<file path="config.mk">
export PLATFORM = sky130hd
export DESIGN_NAME = audio_gain_pair
export DESIGN_NICKNAME = d
export VERILOG_FILES = /design/src/rtl/gain_pkg.sv /design/src/rtl/gain_product.sv /design/src/rtl/gain_clamp.sv /design/src/rtl/gain_lane.sv /design/src/rtl/audio_gain_pair.sv
export SDC_FILE = /design/constraint.sdc
export NUM_CORES = 1
export LEC_CHECK = 0
export ABC_AREA = 1
export CAP_MARGIN = 30
export CELL_PAD_IN_SITES_DETAIL_PLACEMENT = 2
export CELL_PAD_IN_SITES_GLOBAL_PLACEMENT = 2
export CORE_UTILIZATION = 40
export DETAILED_ROUTE_END_ITERATION = 8
export PLACE_DENSITY_LB_ADDON = 0.1
export SYNTH_ARGS = -nofsm -noshare
export SYNTH_HDL_FRONTEND = slang
export SYNTH_SLANG_ARGS = --single-unit
export TNS_END_PERCENT = 1
</file>
<file path="constraint.sdc">
create_clock -name clk -period 11.43 [get_ports clk]
set_clock_uncertainty 0.1 [all_clocks]
set_input_delay 1.7145 -clock clk [delete_from_list [all_inputs] [get_ports clk]]
set_output_delay 1.7145 -clock clk [all_outputs]
set_load 0.02 [all_outputs]
</file>
<file path="src/rtl/gain_pkg.sv">
package gain_pkg;
  localparam int SAMPLE_W  = 16;
  localparam int COEF_W    = 16;
  localparam int FRAC_BITS = 14;
  localparam int LANES     = 2;

  typedef enum logic [0:0] {
    LANE_TX = 1'b0,
    LANE_RX = 1'b1
  } lane_id_e;
endpackage

</file>
<file path="src/rtl/gain_product.sv">
module gain_product #(
  parameter int SW = gain_pkg::SAMPLE_W,
  parameter int CW = gain_pkg::COEF_W,
  parameter int FB = gain_pkg::FRAC_BITS,
  localparam int PW = SW + CW + 1,
  localparam int RW = PW - FB
) (
  input  logic signed [SW-1:0] sample,
  input  logic        [CW-1:0] coef,
  output logic signed [RW-1:0] scaled
);
  logic signed [PW-1:0] sample_x;
  logic signed [PW-1:0] coef_x;
  logic signed [PW-1:0] prod;
  logic signed [PW-1:0] biased;
  logic signed [PW-1:0] shifted;

  // full precision: signed sample times unsigned coefficient
  always_comb begin
    sample_x = {{(PW-SW){sample[SW-1]}}, sample};
    coef_x   = {{(PW-CW){1'b0}}, coef};
    prod     = sample_x * coef_x;
    biased   = prod + (PW'(1) <<< (FB-1));
    shifted  = biased >>> FB;
  end

  assign scaled = RW'(shifted);
endmodule

</file>
<file path="src/rtl/gain_clamp.sv">
module gain_clamp #(
  parameter int IW = 19,
  parameter int OW = gain_pkg::SAMPLE_W
) (
  input  logic signed [IW-1:0] wide,
  output logic signed [OW-1:0] narrow
);
  localparam logic signed [IW-1:0] HI_W = {{(IW-OW+1){1'b0}}, {(OW-1){1'b1}}};
  localparam logic signed [IW-1:0] LO_W = {{(IW-OW+1){1'b1}}, {(OW-1){1'b0}}};
  localparam logic signed [OW-1:0] HI_N = {1'b0, {(OW-1){1'b1}}};
  localparam logic signed [OW-1:0] LO_N = {1'b1, {(OW-1){1'b0}}};

  always_comb begin
    if (wide > HI_W)      narrow = HI_N;
    else if (wide < LO_W) narrow = LO_N;
    else                  narrow = wide[OW-1:0];
  end
endmodule

</file>
<file path="src/rtl/gain_lane.sv">
module gain_lane #(
  parameter int SW = gain_pkg::SAMPLE_W,
  parameter int CW = gain_pkg::COEF_W,
  parameter int FB = gain_pkg::FRAC_BITS,
  localparam int RW = SW + CW + 1 - FB
) (
  input  logic          clk,
  input  logic          rst,
  input  logic          in_valid,
  output logic          in_ready,
  input  logic [SW-1:0] in_data,
  output logic          out_valid,
  input  logic          out_ready,
  output logic [SW-1:0] out_data,
  input  logic [CW-1:0] gain,
  input  logic          mute
);
  localparam logic [CW-1:0] UNITY = CW'(1) << FB;

  logic signed [RW-1:0] scaled;
  logic signed [SW-1:0] clamped;
  logic                 accept;

  gain_product #(.SW(SW), .CW(CW), .FB(FB)) u_prod (
    .sample (in_data),
    .coef   (gain),
    .scaled (scaled)
  );

  gain_clamp #(.IW(RW), .OW(SW)) u_clamp (
    .wide   (scaled),
    .narrow (clamped)
  );

  assign in_ready = !out_valid || out_ready;
  assign accept   = in_valid && in_ready;

  always_ff @(posedge clk) begin
    if (rst) begin
      out_valid <= 1'b0;
      out_data  <= '0;
    end else if (accept) begin
      out_valid <= 1'b1;
      out_data  <= mute ? '0 : clamped;
    end else if (out_ready) begin
      out_valid <= 1'b0;
    end
  end

  assert_zero_gain_R1: assert property (@(posedge clk) disable iff (rst)
    accept && (gain == '0) |=> out_data == '0);

  assert_unity_R2: assert property (@(posedge clk) disable iff (rst)
    accept && !mute && (gain == UNITY) |=> out_data == $past(in_data));

  assert_mute_R5: assert property (@(posedge clk) disable iff (rst)
    accept && mute |=> out_data == '0);

  assert_latency_R7: assert property (@(posedge clk) disable iff (rst)
    accept |=> out_valid);

  assert_hold_R8: assert property (@(posedge clk) disable iff (rst)
    out_valid && !out_ready |=> out_valid && $stable(out_data));
endmodule

</file>
<file path="src/rtl/audio_gain_pair.sv">
module audio_gain_pair
  import gain_pkg::*;
#(
  parameter int SW = SAMPLE_W,
  parameter int CW = COEF_W,
  parameter int FB = FRAC_BITS
) (
  input  logic          clk,
  input  logic          rst,
  input  logic          tx_in_valid,
  output logic          tx_in_ready,
  input  logic [SW-1:0] tx_in_data,
  output logic          tx_out_valid,
  input  logic          tx_out_ready,
  output logic [SW-1:0] tx_out_data,
  input  logic [CW-1:0] tx_gain,
  input  logic          tx_mute,
  input  logic          rx_in_valid,
  output logic          rx_in_ready,
  input  logic [SW-1:0] rx_in_data,
  output logic          rx_out_valid,
  input  logic          rx_out_ready,
  output logic [SW-1:0] rx_out_data,
  input  logic [CW-1:0] rx_gain,
  input  logic          rx_mute
);
  logic [LANES-1:0] iv, ir, ov, orr, mu;
  logic [SW-1:0]    idat [LANES];
  logic [SW-1:0]    odat [LANES];
  logic [CW-1:0]    gn   [LANES];

  always_comb begin
    iv[LANE_TX]   = tx_in_valid;
    iv[LANE_RX]   = rx_in_valid;
    orr[LANE_TX]  = tx_out_ready;
    orr[LANE_RX]  = rx_out_ready;
    mu[LANE_TX]   = tx_mute;
    mu[LANE_RX]   = rx_mute;
    idat[LANE_TX] = tx_in_data;
    idat[LANE_RX] = rx_in_data;
    gn[LANE_TX]   = tx_gain;
    gn[LANE_RX]   = rx_gain;
  end

  for (genvar l = 0; l < LANES; l++) begin : g_lane
    gain_lane #(.SW(SW), .CW(CW), .FB(FB)) u_lane (
      .clk       (clk),
      .rst       (rst),
      .in_valid  (iv[l]),
      .in_ready  (ir[l]),
      .in_data   (idat[l]),
      .out_valid (ov[l]),
      .out_ready (orr[l]),
      .out_data  (odat[l]),
      .gain      (gn[l]),
      .mute      (mu[l])
    );
  end

  assign tx_in_ready  = ir[LANE_TX];
  assign rx_in_ready  = ir[LANE_RX];
  assign tx_out_valid = ov[LANE_TX];
  assign rx_out_valid = ov[LANE_RX];
  assign tx_out_data  = odat[LANE_TX];
  assign rx_out_data  = odat[LANE_RX];
endmodule

</file>
# Word level (Yosys, flattened, before mapping)
# Cells that the tools add are included.
word_totals:
  reg_bits: 34
  in_bits: 72
  output_inout_bits: 36
  wordCells: 30
op_classes:
  n_addsub: 2
  mul: 2
  n_lt_le_gt_ge: 4
  muxes: 10
  reduce_logical: 8
ops:
  columns: ["op", "n"]
  rows:
  - ["16-bit 2-to-1 mux", 6]
  - ["33-bit by 15-bit adder with 33-bit output, second input constant", 2]
  - ["16-bit by 17-bit multiplier with 33-bit output", 2]
  - ["19-bit by 16-bit > comparator with 1-bit output, second input constant", 2]
  - ["19-bit by 16-bit less-than comparator with 1-bit output, second input constant", 2]
  - ["1-bit 2-to-1 mux", 4]
  - ["2-bit nonzero test", 2]
  - ["1-bit logical AND", 2]
  - ["1-bit zero test", 2]
  - ["1-bit logical OR", 2]

# Depth between registers and ports, before layout
depth:
  word_depth: 6
  mapped_depth: 33
  ltp_nobuf: 30

# By module
# Synthesis repeated with hierarchy kept, for this count alone.
hier_totals:
  cells_unflattened: 2881
  hier_area_um2: 20528.4
by_module_without_submodules:
  columns: ["mod", "n_inst", "cells_per_inst", "area_each_um2", "seq_area_each_um2"]
  rows:
  - ["gain_product at g_lane[1].u_lane.u_prod", 1, 1291, 9245.1, 0.0]
  - ["gain_product at g_lane[0].u_lane.u_prod", 1, 1286, 9228.9, 0.0]
  - ["gain_lane", 2, 112, 855.8, 340.3]
  - ["gain_clamp", 2, 40, 171.4, 0.0]

# Worst setup path after synthesis
# No wires, ideal clock.
synth_timing:
  path_type: "input-to-reg"
  startpoint: "in rx_gain[7]"
  endpoint: "reg g_lane[1].u_lane.out_data[10]"
  setup_time_ps: 140
  arrival_ps: 7043
  required_time_ps: 11190
  path_slack_ps: 4146
  path_stages: 29
  n_path_buf: 3
  cell_sequence: "clkbuf_1 > clkbuf_1 > nand2_1 > fa_1 > inv_1 > fa_1 > inv_1 > fa_1 > inv_1 > fa_1 > fa_1 > inv_1 > fa_1 > inv_1 > ha_1 > nand2_1 > nor2_2 > inv_1 > nor3_1 > nand2_1 > nand2_1 > nand2_1 > nand2_1 > nand4_1 > nand2_2 > buf_6 > nand2_1 > nand2_1 > a21oi_2"
synth_between:
  elab_chain_len: 6
  elab_cells_between_ends: 7
  cone_classes: "1 x add/sub; 1 x mul; 2 x order compare; 3 x mux"
synth_rtl:
  columns: ["element", "line", "rtl"]
  rows:
  - ["from (decl)", "audio_gain_pair.sv:24", "input logic [CW-1:0] rx_gain,"]
  - ["16-bit by 17-bit multiplier with 33-bit output (*)", "gain_product.sv:22", "prod = sample_x * coef_x;"]
  - ["33-bit by 15-bit adder with 33-bit output (*)", "gain_product.sv:23", "biased = prod + (PW'(1) <<< (FB-1));"]
  - ["19-bit by 16-bit less-than comparator with 1-bit output", "gain_clamp.sv:15", "else if (wide < LO_W) narrow = LO_N;"]
  - ["16-bit 2-to-1 mux", "gain_clamp.sv:15", null]
  - ["16-bit 2-to-1 mux (*)", "gain_clamp.sv:14", "if (wide > HI_W) narrow = HI_N;"]
  - ["16-bit 2-to-1 mux (*)", "gain_lane.sv:44", "out_data <= mute ? '0 : clamped;"]
  - ["to (signal assigned)", "gain_lane.sv:44", null]
  - ["to (decl)", "gain_lane.sv:14", "output logic [SW-1:0] out_data,"]
# Every way passes the cells marked *; elsewhere a longest branch is shown, timed or not.
# A chain may end at the register's enable or synchronous reset.

# Final worst setup path
layout_timing:
  startpoint: "in rx_gain[7]"
  endpoint: "reg g_lane[1].u_lane.out_data[1]"
# Same word-level chain as after synthesis.

==> out/results.ini <==
[synth]
synth_top_family_by_area = adder cells
synth_edf_count = 0
yosysUniqueCellTypes = 30
ys_seq_area_share_pct = 3.41
synth_compound_area_share_pct = 4.10
ys_async_sr_fraction_pct = 0
synth_ff_type = dfxtp_1
synth_top_cell_by_area = fa_1
yosys_warnings = 0
syn_inst = 2778
synth-seq-cells = 34
muxShareOfSynthArea_pct = 0
yosys.area_share.xor_xnor_pct = 1.14
avgSynthCellArea_um2 = 7.19
synth_fp_nets = 3472
yosys.area_share.simple_pct = 20.5
syn_area_um2 = 20000
synthAdderAreaFrac_pct = 53.5
netlist_top_cells_area = fa_1, nand2_1, inv_1
yosysTopAreaCellShare_pct = 38.9

[setup_path]
crit_start = rx_gain[7]
crit_path_start_kind = input port
reg2regPathDepth = 6
worstReg2RegEnd = g_lane[0].u_lane.out_data[15]$_SDFFE_PP0P_
endpoint_kind = flip-flop
path_common_cell = nand2_1
critPathKind = in -> reg
setup.worst_path.end = g_lane[1].u_lane.out_data[1]$_SDFFE_PP0P_
reg2reg_from = g_lane[0].u_lane.out_valid$_SDFFE_PP0P_
crit_slowest_cell = clkdlybuf4s50_1
r2r_setup_slack_ps = 9360
cp.arrival_ps = 8670
crit_required_ps = 11470
cp_max_fo = 16
max_stage_delay_ps = 1140

[sta]
fin_ws_ps = 2800
timing.hold.ws_ps = 375
fin_setup_tns_ps = 0
hold_violations = 0
post-route-min-period_ps = 8630
rsz0062_at_grt = no
finalSetupViolCount = 0
tightest_slew_ps = 1030
slew_headroom_pct = 31.2
period_share_pct = 75.5
drv_slew = 0
max_freq_mhz = 116

[clock_network]
root_buffer = clkbuf_16
cts_max_level = 2
postCtsSetupBuffers = 0
hold_buffers = 0
clkTransAtPathRegs_ps = 50
ctsResizeCount = 0
cts_tree = yes
clk_latency_ps = 280
clock-sinks = 34
cts_buffers = 5
cts_buffer_depth = 2

[job]
drv_cap = 0

[floorplanning]
io-pin-count = 108
chipHeight_um = 226
fp.dieW_um = 226
dieArea_um2 = 50900
core_um2 = 49200
core.rowCount = 81
start_util_pct = 40.7

[routing]
drtAntennaViolNets = 0
drt_wl_total_mm = 68.7
drtIter0Drc = 456
viasPerCell = 4.99
drt_pre_antenna_iters = 6
drc = 0
dr_total_vias = 17211
avgRoutedWirePerCell_um = 19.9

[placement]
gp_congestion = 0.877
pre_cts_ws_ps = 2500
postPlaceCellArea_um2 = 21500
io_buffers = 107
hpwl_mm = 59.9

[cells_and_area]
syn2layout_area_growth_pct = 8.15
nets = 3475
fin_area_um2 = 21600
drive_above_1_share_pct = 2.41

[outcome]
status = completed

[grt]
gr-usage-all-layers_pct = 28.5
antenna_found_initial = 1
grt_first_pass_wirelength_mm = 112
grt_pass1_vias = 21394
overflow = 0
grt_max_degree = 35

[worst_hold_path]
hold_class = reg -> reg

## critical path: cells and delay by family
| family | cells | cell delay [ps] |
|---|---|---|
| AND/OR/NAND/NOR | 11 | 1600 |
| buffers and inverters | 7 | 1480 |
| adder cells (fa/ha/maj) | 7 | 3460 |
| AO/OA/AOI/OAI | 2 | 390 |
## metrics by stage
| step | utilization (%) | instances |
|---|---|---|
| 6_report | 44.0 | 3446 |
| 3_5_place_dp | 43.7 | 3437 |
| 2_1_floorplan | - | 2778 |
| 3_3_place_gp | 43.7 | 3436 |
| 4_1_cts | 43.9 | 3444 |
| 5_1_grt | 44.0 | 3445 |
## cell type report
class / instances / area [um2]
Fill cell: 5911 / 27500
Sequential cell: 34 / 681
Clock buffer: 5 / 125
Multi-Input combinational cell: 1831 / 15800
Timing Repair Buffer: 116 / 1140
Tap cell: 664 / 831
Clock inverter: 2 / 10.0
Antenna cell: 1 / 2.50
Inverter: 793 / 2980
## placed cells by master, fill, tap and decap left out, types with 5 or more instances in the layout
master / Yosys / layout
nand4_1: 5 / 5
dfxtp_1: 34 / 34
or2_2: 13 / 13
o21ai_0: 9 / 9
nor3_1: 16 / 16
buf_4: 0 / 8
clkbuf_16: 0 / 5
a31oi_1: 8 / 8
a21oi_2: 20 / 20
inv_1: 793 / 793
clkdlybuf4s50_1: 0 / 107
nand2_2: 11 / 11
nand3_1: 40 / 40
xor2_1: 13 / 13
xnor2_1: 13 / 13
ha_1: 234 / 234
fa_1: 388 / 388
nand2_1: 862 / 862
nor2_1: 93 / 93
o21bai_1: 17 / 17
a21oi_1: 75 / 75
## sequential cells by signal (all words and copies together) (netlist names)
register and flops:
g_lane.u_lane.out_valid 2, g_lane.u_lane.out_data 32
## cells by family (layout without fill, tap and decap cells)
family                   Yosys count  after routing
adder cells (fa/ha/maj)          622            622
other                              0              1
buffers and inverters            913            916
AND/OR/NAND/NOR                 1048           1048
flip-flops                        34             34
XOR/XNOR                          26             26
AO/OA/AOI/OAI                    135            135
## routing by layer
| layer | track usage [%] | vias up | share of wire (%) |
|---|---|---|---|
| li1 | - | 7900 | - |
| met1 | 30.0 | 8922 | 38 |
| met2 | 58.6 | 244 | 57 |
| met3 | 1.71 | 145 | 1.4 |
| met4 | 9.52 | 0 | 3.6 |
| met5 | 0 | - | 0 |
## cell usage after synthesis, types with 5 or more instances
| cell type | count |
|---|---|
| nand2_1 | 862 |
| inv_1 | 793 |
| fa_1 | 388 |
| ha_1 | 234 |
| clkbuf_1 | 112 |
| nor2_1 | 93 |
| a21oi_1 | 75 |
| nand3_1 | 40 |
| dfxtp_1 | 34 |
| a21oi_2 | 20 |
| o21bai_1 | 17 |
| nor3_1 | 16 |
| or2_2 | 13 |
| xnor2_1 | 13 |
| xor2_1 | 13 |
| nand2_2 | 11 |
| o21ai_0 | 9 |
| a31oi_1 | 8 |
| nand4_1 | 5 |
## worst min-delay path by stage
| stage | slack [ps] | from | depth (start not counted) | end |
|---|---|---|---|---|
| 2_1_floorplan | 450 | g_lane[0].u_lane.out_data[0]$_SDFFE_PP0P_ | 2 | g_lane[0].u_lane.out_data[0]$_SDFFE_PP0P_ |
| 4_1_cts | 380 | g_lane[0].u_lane.out_data[2]$_SDFFE_PP0P_ | 2 | g_lane[0].u_lane.out_data[2]$_SDFFE_PP0P_ |
| 6_report | 380 | g_lane[0].u_lane.out_data[2]$_SDFFE_PP0P_ | 2 | g_lane[0].u_lane.out_data[2]$_SDFFE_PP0P_ |
| 3_3_place_gp | 360 | g_lane[0].u_lane.out_data[0]$_SDFFE_PP0P_ | 2 | g_lane[0].u_lane.out_data[0]$_SDFFE_PP0P_ |
| 3_5_place_dp | 370 | g_lane[0].u_lane.out_data[2]$_SDFFE_PP0P_ | 2 | g_lane[0].u_lane.out_data[2]$_SDFFE_PP0P_ |
| 5_1_grt | 390 | g_lane[0].u_lane.out_data[2]$_SDFFE_PP0P_ | 2 | g_lane[0].u_lane.out_data[2]$_SDFFE_PP0P_ |
Power is left out: the tool's default activity adds up to more than one toggle a clock period on the data nets, which glitch-free logic cannot reach.
